[config.mk]
export PLATFORM = sky130hd
export DESIGN_NAME = phy_mgmt_regs
export DESIGN_NICKNAME = d
export VERILOG_FILES = /design/src/rtl/phy_mgmt_pkg.sv /design/src/rtl/phy_mgmt_ctrl.sv /design/src/rtl/phy_mgmt_adv.sv /design/src/rtl/phy_mgmt_stat.sv /design/src/rtl/phy_mgmt_regs.sv
export SDC_FILE = /design/constraint.sdc
export NUM_CORES = 1
export LEC_CHECK = 0
export ABC_AREA = 1
export ABC_CLOCK_PERIOD_IN_PS = 1200
export CORE_ASPECT_RATIO = 0.6
export CORE_MARGIN = 2
export CORE_UTILIZATION = 45
export DETAILED_ROUTE_END_ITERATION = 6
export DONT_BUFFER_PORTS = 1
export PLACE_DENSITY_LB_ADDON = 0.08
export SYNTH_ARGS = -nofsm -noshare
export SYNTH_HDL_FRONTEND = slang
export SYNTH_SLANG_ARGS = --single-unit
[constraint.sdc]
create_clock -name clk -period 1.2 [get_ports clk]
set_input_delay 0.06 -clock clk [delete_from_list [all_inputs] [get_ports clk]]
set_output_delay 0.06 -clock clk [all_outputs]
set_load 0.02 [all_outputs]
[src/rtl/phy_mgmt_pkg.sv]
package phy_mgmt_pkg;
  localparam int DW = 16;
  localparam int AW = 5;

  localparam logic [AW-1:0] A_CTRL = 5'd0;
  localparam logic [AW-1:0] A_STAT = 5'd1;
  localparam logic [AW-1:0] A_ADV  = 5'd4;
  localparam logic [AW-1:0] A_EXP  = 5'd6;

  // control bit positions
  localparam int C_RST  = 15;
  localparam int C_LOOP = 14;
  localparam int C_SPD  = 13;
  localparam int C_ANEN = 12;
  localparam int C_PDN  = 11;
  localparam int C_ISO  = 10;
  localparam int C_RSTR = 9;
  localparam int C_DUP  = 8;
  localparam int C_COLT = 7;

  // status bit positions
  localparam int S_ANDONE = 5;
  localparam int S_RF     = 4;
  localparam int S_LINK   = 2;
  localparam int S_JAB    = 1;
  localparam logic [DW-1:0] STAT_FIXED = 16'h7849;

  localparam int E_PAGE = 1;

  localparam logic [DW-1:0] ADV_WMASK = 16'hA5FF;
  localparam logic [4:0]    ADV_SEL   = 5'b00001;

  // number of latch-high status sources
  localparam int NLH = 3;

  function automatic logic [DW-1:0] ctrl_default(input logic [1:0] mode,
                                                 input logic addr_zero);
    logic [DW-1:0] v;
    v         = '0;
    v[C_SPD]  = (mode != 2'd0);
    v[C_ANEN] = (mode == 2'd3);
    v[C_DUP]  = mode[1];
    v[C_ISO]  = addr_zero;
    return v;
  endfunction

  function automatic logic [DW-1:0] adv_default(input logic [1:0] mode);
    logic [DW-1:0] v;
    v      = '0;
    v[4:0] = ADV_SEL;
    case (mode)
      2'd0:    v[5]   = 1'b1;
      2'd1:    v[7]   = 1'b1;
      2'd2:    v[8]   = 1'b1;
      default: v[8:5] = 4'hF;
    endcase
    return v;
  endfunction
endpackage

[src/rtl/phy_mgmt_ctrl.sv]
module phy_mgmt_ctrl
  import phy_mgmt_pkg::*;
(
  input  logic          clk,
  input  logic          rst_n,
  input  logic [1:0]    strap_mode,
  input  logic [AW-1:0] strap_addr,
  input  logic          wr_en,
  input  logic [DW-1:0] wdata,
  input  logic          an_started,
  input  logic          reset_done,
  output logic [DW-1:0] ctrl_q,
  output logic          sw_reset
);
  logic [DW-1:0] dflt;

  assign dflt     = ctrl_default(strap_mode, strap_addr == '0);
  assign sw_reset = wr_en & wdata[C_RST];

  always_ff @(posedge clk) begin
    if (!rst_n) begin
      ctrl_q <= dflt;
    end else if (sw_reset) begin
      ctrl_q        <= dflt;
      ctrl_q[C_RST] <= 1'b1;
    end else begin
      if (wr_en) begin
        ctrl_q[C_LOOP:C_ISO] <= wdata[C_LOOP:C_ISO];
        ctrl_q[C_DUP:C_COLT] <= wdata[C_DUP:C_COLT];
        ctrl_q[C_RSTR]       <= wdata[C_ANEN] &
                                (wdata[C_RSTR] | (ctrl_q[C_RSTR] & ~an_started));
      end else begin
        ctrl_q[C_RSTR] <= ctrl_q[C_RSTR] & ~an_started & ctrl_q[C_ANEN];
      end
      if (ctrl_q[C_RST] && reset_done) ctrl_q[C_RST] <= 1'b0;
    end
  end
endmodule

[src/rtl/phy_mgmt_adv.sv]
module phy_mgmt_adv
  import phy_mgmt_pkg::*;
(
  input  logic          clk,
  input  logic          rst_n,
  input  logic [1:0]    strap_mode,
  input  logic          sw_reset,
  input  logic          wr_en,
  input  logic [DW-1:0] wdata,
  output logic [DW-1:0] adv_q
);
  always_ff @(posedge clk) begin
    if (!rst_n || sw_reset) adv_q <= adv_default(strap_mode);
    else if (wr_en)         adv_q <= wdata & ADV_WMASK;
  end
endmodule

[src/rtl/phy_mgmt_stat.sv]
module phy_mgmt_stat
  import phy_mgmt_pkg::*;
(
  input  logic           clk,
  input  logic           rst_n,
  input  logic           sw_reset,
  input  logic [NLH-1:0] lh_event,
  input  logic [NLH-1:0] lh_rd,
  input  logic           link_ok,
  input  logic           stat_rd,
  output logic [NLH-1:0] lh_q,
  output logic           link_q
);
  for (genvar i = 0; i < NLH; i++) begin : g_lh
    always_ff @(posedge clk) begin
      if (!rst_n || sw_reset) lh_q[i] <= 1'b0;
      else if (lh_event[i])   lh_q[i] <= 1'b1;
      else if (lh_rd[i])      lh_q[i] <= 1'b0;
    end
  end

  always_ff @(posedge clk) begin
    if (!rst_n || sw_reset) link_q <= 1'b0;
    else if (!link_ok)      link_q <= 1'b0;
    else if (stat_rd)       link_q <= 1'b1;
  end
endmodule

[src/rtl/phy_mgmt_regs.sv]
module phy_mgmt_regs
  import phy_mgmt_pkg::*;
(
  input  logic        clk,
  input  logic        rst_n,
  input  logic [1:0]  strap_mode,
  input  logic [4:0]  strap_addr,
  input  logic [4:0]  reg_addr,
  input  logic        reg_wr,
  input  logic        reg_rd,
  input  logic [15:0] reg_wdata,
  output logic [15:0] reg_rdata,
  input  logic        link_ok,
  input  logic        ev_jabber,
  input  logic        ev_rfault,
  input  logic        ev_page_rx,
  input  logic        an_done,
  input  logic        an_started,
  input  logic        core_reset_done,
  input  logic        neg_speed,
  input  logic        neg_duplex,
  input  logic        tx_en,
  output logic        soft_reset,
  output logic        loopback,
  output logic        speed_100,
  output logic        full_duplex,
  output logic        an_enable,
  output logic        isolate,
  output logic        power_down,
  output logic        an_restart,
  output logic        col_out
);
  localparam int LH_RF  = 0;
  localparam int LH_JAB = 1;
  localparam int LH_PG  = 2;

  logic [DW-1:0]  ctrl_q, adv_q, stat_w, exp_w;
  logic           sw_reset, link_q, col_q;
  logic           stat_rd, exp_rd;
  logic [NLH-1:0] lh_event, lh_rd, lh_q;

  assign stat_rd  = reg_rd && (reg_addr == A_STAT);
  assign exp_rd   = reg_rd && (reg_addr == A_EXP);
  assign lh_event = {ev_page_rx, ev_jabber, ev_rfault};
  assign lh_rd    = {exp_rd, stat_rd, stat_rd};

  phy_mgmt_ctrl u_ctrl (
    .clk(clk), .rst_n(rst_n), .strap_mode(strap_mode), .strap_addr(strap_addr),
    .wr_en(reg_wr && (reg_addr == A_CTRL)), .wdata(reg_wdata),
    .an_started(an_started), .reset_done(core_reset_done),
    .ctrl_q(ctrl_q), .sw_reset(sw_reset)
  );

  phy_mgmt_adv u_adv (
    .clk(clk), .rst_n(rst_n), .strap_mode(strap_mode), .sw_reset(sw_reset),
    .wr_en(reg_wr && (reg_addr == A_ADV)), .wdata(reg_wdata), .adv_q(adv_q)
  );

  phy_mgmt_stat u_stat (
    .clk(clk), .rst_n(rst_n), .sw_reset(sw_reset), .lh_event(lh_event),
    .lh_rd(lh_rd), .link_ok(link_ok), .stat_rd(stat_rd),
    .lh_q(lh_q), .link_q(link_q)
  );

  always_comb begin
    stat_w           = STAT_FIXED;
    stat_w[S_ANDONE] = an_done;
    stat_w[S_RF]     = lh_q[LH_RF];
    stat_w[S_LINK]   = link_q;
    stat_w[S_JAB]    = lh_q[LH_JAB];
    exp_w            = '0;
    exp_w[E_PAGE]    = lh_q[LH_PG];
  end

  always_comb begin
    case (reg_addr)
      A_CTRL:  reg_rdata = ctrl_q;
      A_STAT:  reg_rdata = stat_w;
      A_ADV:   reg_rdata = adv_q;
      A_EXP:   reg_rdata = exp_w;
      default: reg_rdata = '0;
    endcase
  end

  always_ff @(posedge clk) begin
    if (!rst_n) col_q <= 1'b0;
    else        col_q <= tx_en & ctrl_q[C_COLT];
  end

  assign col_out     = col_q;
  assign soft_reset  = ctrl_q[C_RST];
  assign loopback    = ctrl_q[C_LOOP];
  assign an_enable   = ctrl_q[C_ANEN];
  assign power_down  = ctrl_q[C_PDN];
  assign isolate     = ctrl_q[C_ISO];
  assign an_restart  = ctrl_q[C_RSTR];
  assign speed_100   = ctrl_q[C_ANEN] ? neg_speed  : ctrl_q[C_SPD];
  assign full_duplex = ctrl_q[C_ANEN] ? neg_duplex : ctrl_q[C_DUP];
endmodule

==> results.tsv <==
stage	metric	value	unit
min_path	hp-class	in2reg	
global_routing	grt_antenna_before_repair	0	
synthesis	yosys_register_bits	26	
run_status	run_status	complete, no violations	
routing	route.final.wire_length	4.31	mm
placement	dpl-instance-area	1590	sq um
layout	final_common_cell	sky130_fd_sc_hd__nand2_1	
synthesis	syn_inst	203	
floorplanning	floorplan.die_area	3700	sq um
worst_setup_path	crit_path_cell_trace	inv_1 -> nor2_1 -> inv_1 -> nor2_4 -> buf_4 -> nand3_1 -> dlygate4sd3_1 -> a21oi_1	
worst_setup_path	timing.critical_path.to_type	register	
global_routing	overflow	0	
placement	numPortBuffers	0	
min_path	hold-path-cell-count	3	
cts	cts-buffers-inserted	3	
worst_setup_path	timing.critical_path.fanout_max	5	
synthesis	yosys_synthesis_warning_count	0	
global_routing	grt_pass1_vias	1422	
sta	finalSetupViolCount	0	
routing	drt_first_pass_iters	5	
cts	bufs_on_longest_clock_path	2	
layout	fill_cells	288	
sta	relSlewSlack	68.2	%
cts	htree_num_levels	1	
power	leakagePower	0.880	nW
layout	areaGrowthSynthToFinish	31.9	%
synthesis	sequential_element_share_of_the_synthesized_area	41.5	%
sta	maxClockFrequency	871	MHz
synthesis	synth.net_count	249	
cts	cts.sinks	26	
global_routing	grt_usage	23.5	%
routing	antenna_violating_nets_post_route	0	
synthesis	yosysTopAreaCell	sky130_fd_sc_hd__dfxtp_1	
routing	drc_errors	0	
worst_setup_path	critical-path-slowest-cell	sky130_fd_sc_hd__dlygate4sd3_1	
worst_setup_path	cp_common_cell	sky130_fd_sc_hd__inv_1	
synthesis	biggest_area_contributors_in_the_synthesized_netlist	sky130_fd_sc_hd__dfxtp_1 25%, sky130_fd_sc_hd__edfxtp_1 17%, sky130_fd_sc_hd__nand2_1 16%	
synthesis	synth_area_per_cell	7.14	sq um
placement	detailedPlacementHpwl	3.03	mm
cts	clk-insertion-delay-late	0.27	ns
worst_setup_path	critical_path_class	in2reg	
layout	insertedDiodeCount	0	
worst_setup_path	critical_path.max_stage_delay	0.56	ns
synthesis	yosysUniqueCellTypes	24	
routing	drt-wirelength-per-cell	15.2	um
power	post-layout-total-power	1.95	mW
worst_setup_path	worst_ep_required_time	1.41	ns
power	power.density_cell_area	1020	nW/um^2
worst_setup_path	critPathArrivalTime	1.36	ns
layout	final_cell_count_no_fill	283	
routing	initialDrtViolationCount	117	
synthesis	yosys.area.top_type_share	24.9	%
floorplanning	fp.dieW	77.3	um
placement	gp_routability_congestion	0.806	
routing	viasPerCell	5.28	
global_routing	largest_net_degree_at_the_start_of_global_routing	16	
sta	timing_worst_slew_pin_value	0.475	ns
floorplanning	ios	67	
placement	numPlacedInstances	255	
job	max-cap-violations	0	
sta	grt_setup_unrepaired	yes	
sta	worst_hold_slack	0.00386	ns
layout	layout-drive-gt1-share	12.4	%
floorplanning	chipHeight	48.0	um
worst_setup_path	crit_cells	8	
floorplanning	floorplan.initialDensity	48.9	%
global_routing	grt_busiest_layer	met2	
layout	design.final.nets	288	
worst_setup_path	worst_setup_path_start_kind	input port	
synthesis	synth_area	1450	sq um
global_routing	grt_util_met1	29.8	%
floorplanning	row_count	15	
worst_setup_path	timing.reg2reg.worst_path_depth	5	
global_routing	grt_util_met2	42.8	%
worst_setup_path	critical_path_buf_inv_count	4	
sta	maxSlewViolCount	0	
power	worst_ir_drop_vdd	0.668	mV
cts	clock_pin_slew_on_the_worst_setup_and_hold_paths	0.09	ns
sta	tcrit_tclk_final	95.7	%
sta	hold_violations	0	
layout	layout.cell_area.non_filler	1910	sq um
layout	layout.cells.most_common_list	62 x sky130_fd_sc_hd__nand2_1, 28 x sky130_fd_sc_hd__inv_1, 22 x sky130_fd_sc_hd__dlygate4sd3_1	
worst_setup_path	cp_top_family	buffers and inverters	
global_routing	use_met3	5.85	%
floorplanning	design.core.area	2970	sq um
cts	tritoncts	done	
sta	min_period	1.15	ns
sta	clock_skew	0.000280	ns
global_routing	grt_first_pass_wirelength	6.57	mm
routing	vias	1495	
cts	clockRootBuffer	sky130_fd_sc_hd__clkbuf_8	
registers in the layout (all words and copies together) (netlist names):
| register | flops |
|---|---|
| u_stat.lh_q | 3 |
| u_ctrl.ctrl_q | 9 |
| u_stat.link_q | 1 |
| u_adv.adv_q | 12 |
| col_out | 1 |
power by group:
group	switching [mW]	total (mW)	internal, mW	leakage [nW]
registers	0.0176	0.960	0.942	0.223
clock network	0.289	0.735	0.446	0.0357
logic	0.139	0.251	0.112	0.621
total	0.445	1.95	1.50	0.880
per-stage QoR:
| step | util [%] | setup slack (ns) | TNS, ns |
|---|---|---|---|
| floorplan | - | 0.0727 | 0 |
| global placement | 53.5 | 0.0109 | 0 |
| detailed placement | 53.5 | -0.00890 | -0.00890 |
| CTS | 63.6 | 0.0214 | 0 |
| global route | 64.4 | -0.00458 | -0.00458 |
| finish | 64.4 | 0.0520 | 0 |
cell families after synthesis:
kind of cell,synth area share (%)
AO/OA/AOI/OAI,9.85
adder cells (fa/ha/maj),3.45
buffers and inverters,10.1
flip-flops,41.5
AND/OR/NAND/NOR,35.1
worst reg2reg max path: stages, from the launching register on:
cell and delay [ns]:
sky130_fd_sc_hd__edfxtp_1 0.45, sky130_fd_sc_hd__buf_4 0.15, sky130_fd_sc_hd__inv_1 0.03, sky130_fd_sc_hd__nor2_1 0.09, sky130_fd_sc_hd__nand2_1 0.06, sky130_fd_sc_hd__a21oi_1 0.10
path summary, 6_finish.rpt:
check | startpoint | slack (ns) | end
worst min register to register | u_ctrl.ctrl_q[7] | 0.46 | col_out
worst max-delay path | reg_addr[2] | 0.05 | u_adv.adv_q[1]
worst max register to register | u_ctrl.ctrl_q[12] | 0.26 | u_ctrl.ctrl_q[9]
worst min-delay path | reg_rd | 0.004 | u_stat.lh_q[2]
repair_timing:
item | CTS | global route
pin swaps | 0 | 1
cloned | 0 | 1
hold endpoints to repair | 18 | 0
setup endpoints to repair | 1 | 5
hold buffers | 22 | 0
resized for setup | 0 | 5
setup buffers | 1 | 0
layer usage:
| metal | wire (um) | share of wire (%) |
|---|---|---|
| met5 | 0 | 0 |
| met4 | 40 | 0.93 |
| met3 | 395 | 9.2 |
| met2 | 1950 | 45 |
| met1 | 1930 | 45 |
Yosys cell counts, drive strengths merged:
| cell | count |
|---|---|
| inv | 28 |
| o21ai | 4 |
| dfxtp | 18 |
| a21oi | 18 |
| nand3 | 17 |
| o211ai | 1 |
| nor3 | 1 |
| nand4 | 9 |
| edfxtp | 8 |
| nor3b | 1 |
| clkbuf | 2 |
| ha | 4 |
| a22o | 2 |
| buf | 5 |
| a21boi | 1 |
| nor2 | 20 |
| nand2 | 64 |
final cells by class:
cell class                      count  area [sq um]  area share (%)
Clock buffer                        3          41.3            2.16
Tap cell                           42          52.6            2.75
Timing Repair Buffer               41           367            19.2
Inverter                           28           105            5.50
Sequential cell                    26           601            31.4
Clock inverter                      1          30.0            1.57
Multi-Input combinational cell    142           714            37.4
Note: power is estimated with default switching activity, not from simulation.
